[src/rtl/strap_mode_pkg.sv]
package strap_mode_pkg;

    typedef enum logic [2:0] {
        MODE_OFF       = 3'd0,
        MODE_HIZ       = 3'd1,
        MODE_TEST      = 3'd2,
        MODE_C66_S100  = 3'd3,
        MODE_C100_S100 = 3'd4,
        MODE_C133_S133 = 3'd5,
        MODE_C133_S100 = 3'd6
    } mode_e;

    typedef enum logic [1:0] {
        CPU_66   = 2'd0,
        CPU_100  = 2'd1,
        CPU_133  = 2'd2,
        CPU_NONE = 2'd3
    } cpu_sel_e;

    // Test-clock divide ratios per output group
    localparam int TDIV_CPU   = 4;
    localparam int TDIV_SDRAM = 4;
    localparam int TDIV_V66   = 6;
    localparam int TDIV_PCI   = 12;
    localparam int TDIV_USB   = 2;
    localparam int TDIV_REF   = 1;

    // Captured select levels
    typedef struct packed {
        logic strap;
        logic sel0;
        logic tri_n;
    } sel_cap_t;

endpackage

[src/rtl/strap_pd_sync.sv]
module strap_pd_sync #(
    parameter int STAGES = 2
) (
    input  logic clk,
    input  logic rst_n,
    input  logic din,
    output logic dout
);
    typedef struct packed {
        logic [STAGES-1:0] sh;
    } sync_st_t;

    sync_st_t st_d, st_q;

    generate
        if (STAGES == 1) begin : g_single
            always_comb begin
                st_d = st_q;
                st_d.sh[0] = din;
            end
        end else begin : g_chain
            always_comb begin
                st_d = st_q;
                st_d.sh = {st_q.sh[STAGES-2:0], din};
            end
        end
    endgenerate

    always_ff @(posedge clk or negedge rst_n) begin
        if (!rst_n) st_q <= '0;
        else        st_q <= st_d;
    end

    assign dout = st_q.sh[STAGES-1];
endmodule

[src/rtl/strap_window_timer.sv]
module strap_window_timer #(
    parameter int STRAP_CYCLES = 28636
) (
    input  logic clk,
    input  logic rst_n,
    input  logic run,
    output logic done
);
    localparam int CW = (STRAP_CYCLES < 2) ? 1 : $clog2(STRAP_CYCLES);
    localparam logic [CW-1:0] LAST = CW'(STRAP_CYCLES - 1);

    typedef struct packed {
        logic [CW-1:0] cnt;
        logic          done;
    } tmr_st_t;

    tmr_st_t st_d, st_q;

    always_comb begin
        st_d = st_q;
        if (run && !st_q.done) begin
            if (st_q.cnt == LAST) st_d.done = 1'b1;
            else                  st_d.cnt  = st_q.cnt + 1'b1;
        end
    end

    always_ff @(posedge clk or negedge rst_n) begin
        if (!rst_n) st_q <= '0;
        else        st_q <= st_d;
    end

    assign done = st_q.done;
endmodule

[src/rtl/strap_latch.sv]
module strap_latch
    import strap_mode_pkg::*;
(
    input  logic     clk,
    input  logic     rst_n,
    input  logic     frozen,
    input  logic     strap_lvl,
    input  logic     sel0_lvl,
    input  logic     tri_n_lvl,
    output sel_cap_t cap
);
    typedef struct packed {
        sel_cap_t cap;
    } lat_st_t;

    lat_st_t st_d, st_q;

    always_comb begin
        st_d = st_q;
        if (!frozen) begin
            st_d.cap.strap = strap_lvl;
            st_d.cap.sel0  = sel0_lvl;
            st_d.cap.tri_n = tri_n_lvl;
        end
    end

    always_ff @(posedge clk or negedge rst_n) begin
        if (!rst_n) st_q <= '0;
        else        st_q <= st_d;
    end

    assign cap = st_q.cap;
endmodule

[src/rtl/strap_mode_decode.sv]
module strap_mode_decode
    import strap_mode_pkg::*;
#(
    parameter int DIV_W = 4
) (
    input  logic             run,
    input  sel_cap_t         cap,
    output mode_e            mode,
    output cpu_sel_e         cpu_sel,
    output logic             sdram_133,
    output logic [DIV_W-1:0] tdiv_cpu,
    output logic [DIV_W-1:0] tdiv_sdram,
    output logic [DIV_W-1:0] tdiv_v66,
    output logic [DIV_W-1:0] tdiv_pci,
    output logic [DIV_W-1:0] tdiv_usb,
    output logic [DIV_W-1:0] tdiv_ref
);
    logic is_test;

    always_comb begin
        mode = MODE_OFF;
        if (run) begin
            if (!cap.tri_n) begin
                mode = cap.sel0 ? MODE_TEST : MODE_HIZ;
            end else begin
                case ({cap.strap, cap.sel0})
                    2'b00:   mode = MODE_C66_S100;
                    2'b01:   mode = MODE_C100_S100;
                    2'b10:   mode = MODE_C133_S133;
                    default: mode = MODE_C133_S100;
                endcase
            end
        end
    end

    always_comb begin
        case (mode)
            MODE_C66_S100:  cpu_sel = CPU_66;
            MODE_C100_S100: cpu_sel = CPU_100;
            MODE_C133_S133,
            MODE_C133_S100: cpu_sel = CPU_133;
            default:        cpu_sel = CPU_NONE;
        endcase
        sdram_133 = (mode == MODE_C133_S133);
        is_test   = (mode == MODE_TEST);
        tdiv_cpu   = is_test ? DIV_W'(TDIV_CPU)   : '0;
        tdiv_sdram = is_test ? DIV_W'(TDIV_SDRAM) : '0;
        tdiv_v66   = is_test ? DIV_W'(TDIV_V66)   : '0;
        tdiv_pci   = is_test ? DIV_W'(TDIV_PCI)   : '0;
        tdiv_usb   = is_test ? DIV_W'(TDIV_USB)   : '0;
        tdiv_ref   = is_test ? DIV_W'(TDIV_REF)   : '0;
    end
endmodule

[src/rtl/strap_mode_ctrl.sv]
module strap_mode_ctrl
    import strap_mode_pkg::*;
#(
    parameter int STRAP_CYCLES = 28636,
    parameter int SYNC_STAGES  = 2,
    parameter int DIV_W        = 4
) (
    input  logic             clk_ref,
    input  logic             rst_por_n,
    input  logic             pwr_dn_n,
    input  logic             strap_pin_in,
    input  logic             sel0_in,
    input  logic             tristate_n_in,
    output logic             strap_pin_oe,
    output logic [2:0]       mode_code,
    output logic [1:0]       cpu_sel,
    output logic             sdram_133,
    output logic             outputs_hiz,
    output logic             clocks_low,
    output logic [DIV_W-1:0] tdiv_cpu,
    output logic [DIV_W-1:0] tdiv_sdram,
    output logic [DIV_W-1:0] tdiv_v66,
    output logic [DIV_W-1:0] tdiv_pci,
    output logic [DIV_W-1:0] tdiv_usb,
    output logic [DIV_W-1:0] tdiv_ref
);
    logic     pd_ok;
    logic     window_done;
    sel_cap_t cap;
    mode_e    mode;
    cpu_sel_e cpu_sel_w;

    strap_pd_sync #(.STAGES(SYNC_STAGES)) u_pd_sync (
        .clk   (clk_ref),
        .rst_n (rst_por_n),
        .din   (pwr_dn_n),
        .dout  (pd_ok)
    );

    strap_window_timer #(.STRAP_CYCLES(STRAP_CYCLES)) u_timer (
        .clk   (clk_ref),
        .rst_n (rst_por_n),
        .run   (pd_ok),
        .done  (window_done)
    );

    strap_latch u_latch (
        .clk       (clk_ref),
        .rst_n     (rst_por_n),
        .frozen    (window_done),
        .strap_lvl (strap_pin_in),
        .sel0_lvl  (sel0_in),
        .tri_n_lvl (tristate_n_in),
        .cap       (cap)
    );

    strap_mode_decode #(.DIV_W(DIV_W)) u_decode (
        .run        (window_done && pd_ok),
        .cap        (cap),
        .mode       (mode),
        .cpu_sel    (cpu_sel_w),
        .sdram_133  (sdram_133),
        .tdiv_cpu   (tdiv_cpu),
        .tdiv_sdram (tdiv_sdram),
        .tdiv_v66   (tdiv_v66),
        .tdiv_pci   (tdiv_pci),
        .tdiv_usb   (tdiv_usb),
        .tdiv_ref   (tdiv_ref)
    );

    assign strap_pin_oe = window_done;
    assign mode_code    = mode;
    assign cpu_sel      = cpu_sel_w;
    assign outputs_hiz  = (mode == MODE_HIZ);
    assign clocks_low   = (mode == MODE_OFF);
endmodule

[config.mk]
export PLATFORM = sky130hd
export DESIGN_NAME = strap_mode_ctrl
export DESIGN_NICKNAME = d
export VERILOG_FILES = /design/src/rtl/strap_mode_pkg.sv /design/src/rtl/strap_pd_sync.sv /design/src/rtl/strap_window_timer.sv /design/src/rtl/strap_latch.sv /design/src/rtl/strap_mode_decode.sv /design/src/rtl/strap_mode_ctrl.sv
export SDC_FILE = /design/constraint.sdc
export NUM_CORES = 1
export LEC_CHECK = 0
export CAP_MARGIN = 5
export CORE_ASPECT_RATIO = 1.4
export CORE_MARGIN = 2
export CORE_UTILIZATION = 39
export CTS_BUF_LIST = sky130_fd_sc_hd__clkbuf_16
export DETAILED_ROUTE_END_ITERATION = 10
export PLACE_DENSITY = 0.75
export SYNTH_ARGS = -nofsm -noshare
export SYNTH_HDL_FRONTEND = slang
export SYNTH_SLANG_ARGS = --single-unit
[constraint.sdc]
create_clock -name clk_ref -period 3.6 [get_ports clk_ref]
set_input_delay 0.36 -clock clk_ref [delete_from_list [all_inputs] [get_ports clk_ref]]
set_output_delay 0.36 -clock clk_ref [all_outputs]
set_load 0.005 [all_outputs]
==> flow_summary_export.csv <==
group,metric,value,unit
run_status,outcome,"complete, no violations",
die,floorplan.initialDensity,41.1,%
timing,fin_ws,0.614,ns
placement,placed_area,1430,um2
timing,worst_pin_slew,0.897,ns
die,chipHeight,71.9,um
synthesis,synth_ff_type,"dfrtp_1",
power,internal_power,0.480,mW
worst_setup_path,critical_path_required,3.24,ns
cts,clk_latency_worst_skew_pair,0.25,ns
timing,share_of_the_cycle_needed_by_the_critical_path_after_routing,83.0,%
routing,routed_via_density,4.77,
synthesis,async_flop_share,100,%
power,peakVddDrop,0.358,mV
synthesis,synthesis.yosys.warnings,0,
routing,route.detailed.drc,0,
global_routing,grt_pass1_vias,750,
timing,timing.final.crit_period,2.99,ns
timing,finalClockSkew,0.00351,ns
worst_setup_path,timing.critical_path.arrival,2.63,ns
routing,drt.antenna.violating_nets,0,
power,p_per_area,443,nW/um2
placement,place_worst_setup_slack,0.858,ns
routing,wirelength,2080,um
synthesis,synthDominantAreaCellType,"dfrtp_1",
global_routing,grt_overflow_total,0,
synthesis,area_fraction_in_compound_gates_after_synthesis,5.06,%
synthesis,synthesis.area,1280,um2
layout,layout-drive-gt1-share,13.3,%
layout,ff_latch_area,526,um2
synthesis,combinational_family_with_the_most_area_after_synthesis,"simple AND/OR/NAND/NOR gates",
routing,avgRoutedWirePerCell,11.9,um
layout,final_net_count,146,
global_routing,wire_length_of_the_first_global_routing_pass,3390,um
global_routing,pin_count_of_the_biggest_net_entering_global_routing,22,
cts,hold_buffers,0,
worst_setup_path,crit_type,"flip-flop to primary output",
timing,fmax,335,MHz
cts,htree_num_levels,1,
timing,timing_max_transition_violations_final,0,
min_path,min_path_type,"flip-flop to flip-flop",
synthesis,synthesis.instances,119,
cts,cts_buffers,3,
cts,cts_tree,"done",
synthesis,synth_sequential_area_ratio,40.9,%
die,core,3120,um2
cts,clkSlewWorstSetupHoldPaths,0.05,ns
synthesis,netlist_top_cells_count,"buf_4 (24), dfrtp_1 (21), xnor2_1 (11)",
synthesis,synth_mux_area_share,4.28,%
synthesis,synth-seq-cells,21,
synthesis,post_synth_num_cell_types,38,
global_routing,gr_usage_total,11.8,%
synthesis,post_synth_edffs,0,
power,leakagePower,0.676,nW
layout,antenna_diode_count,0,
timing,number_of_hold_slack_violations_in_the_final_timing_report,0,
timing,max-slew-margin-rel,40.0,%
layout,fill_cells,305,
power,power_frac_clock,34.1,%
routing,detailedRoute.firstIterationViolations,22,
worst_setup_path,worstSetupStartpointType,"flip-flop",
placement,place_hpwl,1640,um
timing,fin_tns_setup,0,ns
synthesis,synthMostInstantiatedCell,"buf_4",
power,power.share.switching,28.1,%
layout,final_design_area_no_fill,1500,um2
synthesis,synth_top_area_share,40.9,%
worst_setup_path,rrSetupSlack,1.98,ns
cts,cts.repair.resized,0,
synthesis,synth_area_leaders,"dfrtp_1 (41%), buf_4 (14%), xnor2_1 (7.5%)",
die,floorplan.rows,24,
die,design.die.area,3780,um2
routing,drtPass1Iterations,5,
timing,setup-violations-final,0,
layout,multi_input_area,619,um2
global_routing,antenna_found_initial,0,
cts,postCtsSetupBuffers,0,
layout,area_growth,17.0,%
cts,clock-sinks,21,
cts,cts_root_buf,"clkbuf_16",
flow_run,max-cap-violations,0,
placement,finalWeightedCongestion,0.753,
worst_setup_path,timing.critical_path.fanout_max,8,
power,switching_power,0.187,mW
cts,cts-root-to-sink-buffers,2,
synthesis,post_synth_and_or_nand_nor_area_fraction,20.7,%
power,share_comb_of_total_power,17.1,%
die,io-pin-count,39,
timing,unrepaired_setup_endpoints_after_global_routing,"false",
synthesis,synth-adder-area-share,3.89,%
synthesis,avg_cell_area_syn,10.8,um2
synthesis,synth-xor-area-share,9.54,%
placement,placement.io_buffers,22,
worst_setup_path,critPathCaptureType,"primary output",
power,sequentialPowerShare,48.9,%
routing,num_vias,830,
die,floorplan.die.width,52.5,um
## per-stage QoR
| step | total power [mW] | instances | hold WS [ns] | util [%] |
|---|---|---|---|---|
| 2_1_floorplan | 0.419 | 134 | 0.0644 | - |
| 3_3_place_gp | 0.435 | 170 | 0.333 | 45.6 |
| 3_5_place_dp | 0.443 | 170 | 0.346 | 45.6 |
| 4_1_cts | 0.671 | 174 | 0.357 | 48.2 |
| 5_1_grt | 0.705 | 174 | 0.361 | 48.2 |
| 6_report | 0.667 | 174 | 0.350 | 48.2 |
## state kept, by name, summed over array words and instances (netlist names)
signal / flops
u_latch.cap: 3
u_pd_sync.st_q: 2
u_timer.st_q: 15
u_timer.done: 1
## kinds of logic (layout without fill, tap and decap cells)
logic type,after synthesis,after routing
buf+inv,28,29
other cells,1,16
mux,5,5
compound gates,7,7
simple gates,39,39
xor+xnor,14,14
fa+ha+maj,4,4
flops,21,21
## cell usage in the layout (no fill, tap or decap), types with 2 or more instances in the layout
cell type,n
conb_1,16
inv_1,3
nand2_1,8
dfrtp_1,21
and2_1,2
nand3_1,4
clkdlybuf4s50_1,22
nor2_1,4
and4_1,2
ha_1,4
clkbuf_16,3
nand4_1,4
xor2_1,3
nor3_1,2
mux2_2,4
xnor2_1,11
## path summary, 6_finish.rpt
kind | end | startpoint | cells past startpoint
max | tdiv_v66[2] | u_latch.cap[1] | 6
min | u_pd_sync.st_q[1] | u_pd_sync.st_q[0] | 0
max reg2reg | u_timer.st_q[2] | u_timer.st_q[1] | 5
min reg2reg | u_pd_sync.st_q[1] | u_pd_sync.st_q[0] | 0
max in group asynchronous | u_timer.st_q[15] | rst_por_n | 1
min in group asynchronous | u_timer.st_q[12] | rst_por_n | 1
## power by group through the flow
stage	sequential [mW]	clock, mW	combinational, mW
4_1_cts	0.326	0.230	0.115
6_report	0.326	0.227	0.114
5_1_grt	0.334	0.241	0.130
2_1_floorplan	0.316	0	0.104
3_5_place_dp	0.330	0	0.113
3_3_place_gp	0.326	0	0.109
## area by class of cell
cell class,count,share of cell area [%]
clock buffer,3,4.99
multi-input combinational,85,41.2
sequential,21,34.9
timing repair buffer,22,14.6
inverter,3,0.749
tap,39,3.24
clock inverter,1,0.250
## per-layer routing
layer,GRT usage (%),wire length [um],vias to the layer above
met1,14.5,845,398
met3,2.67,123,3
li1,-,-,397
met5,0,0,-
met4,4.27,25,0
met2,19.9,1080,32
## worst max-delay path, stage by stage (launching register included)
cell,delay (ns)
dfrtp_1,0.42
inv_1,0.11
ha_1,0.37
a211oi_1,0.39
o21ai_0,0.15
nor2_1,0.35
clkdlybuf4s50_1,0.59
Power figures use the tool's default switching activity.
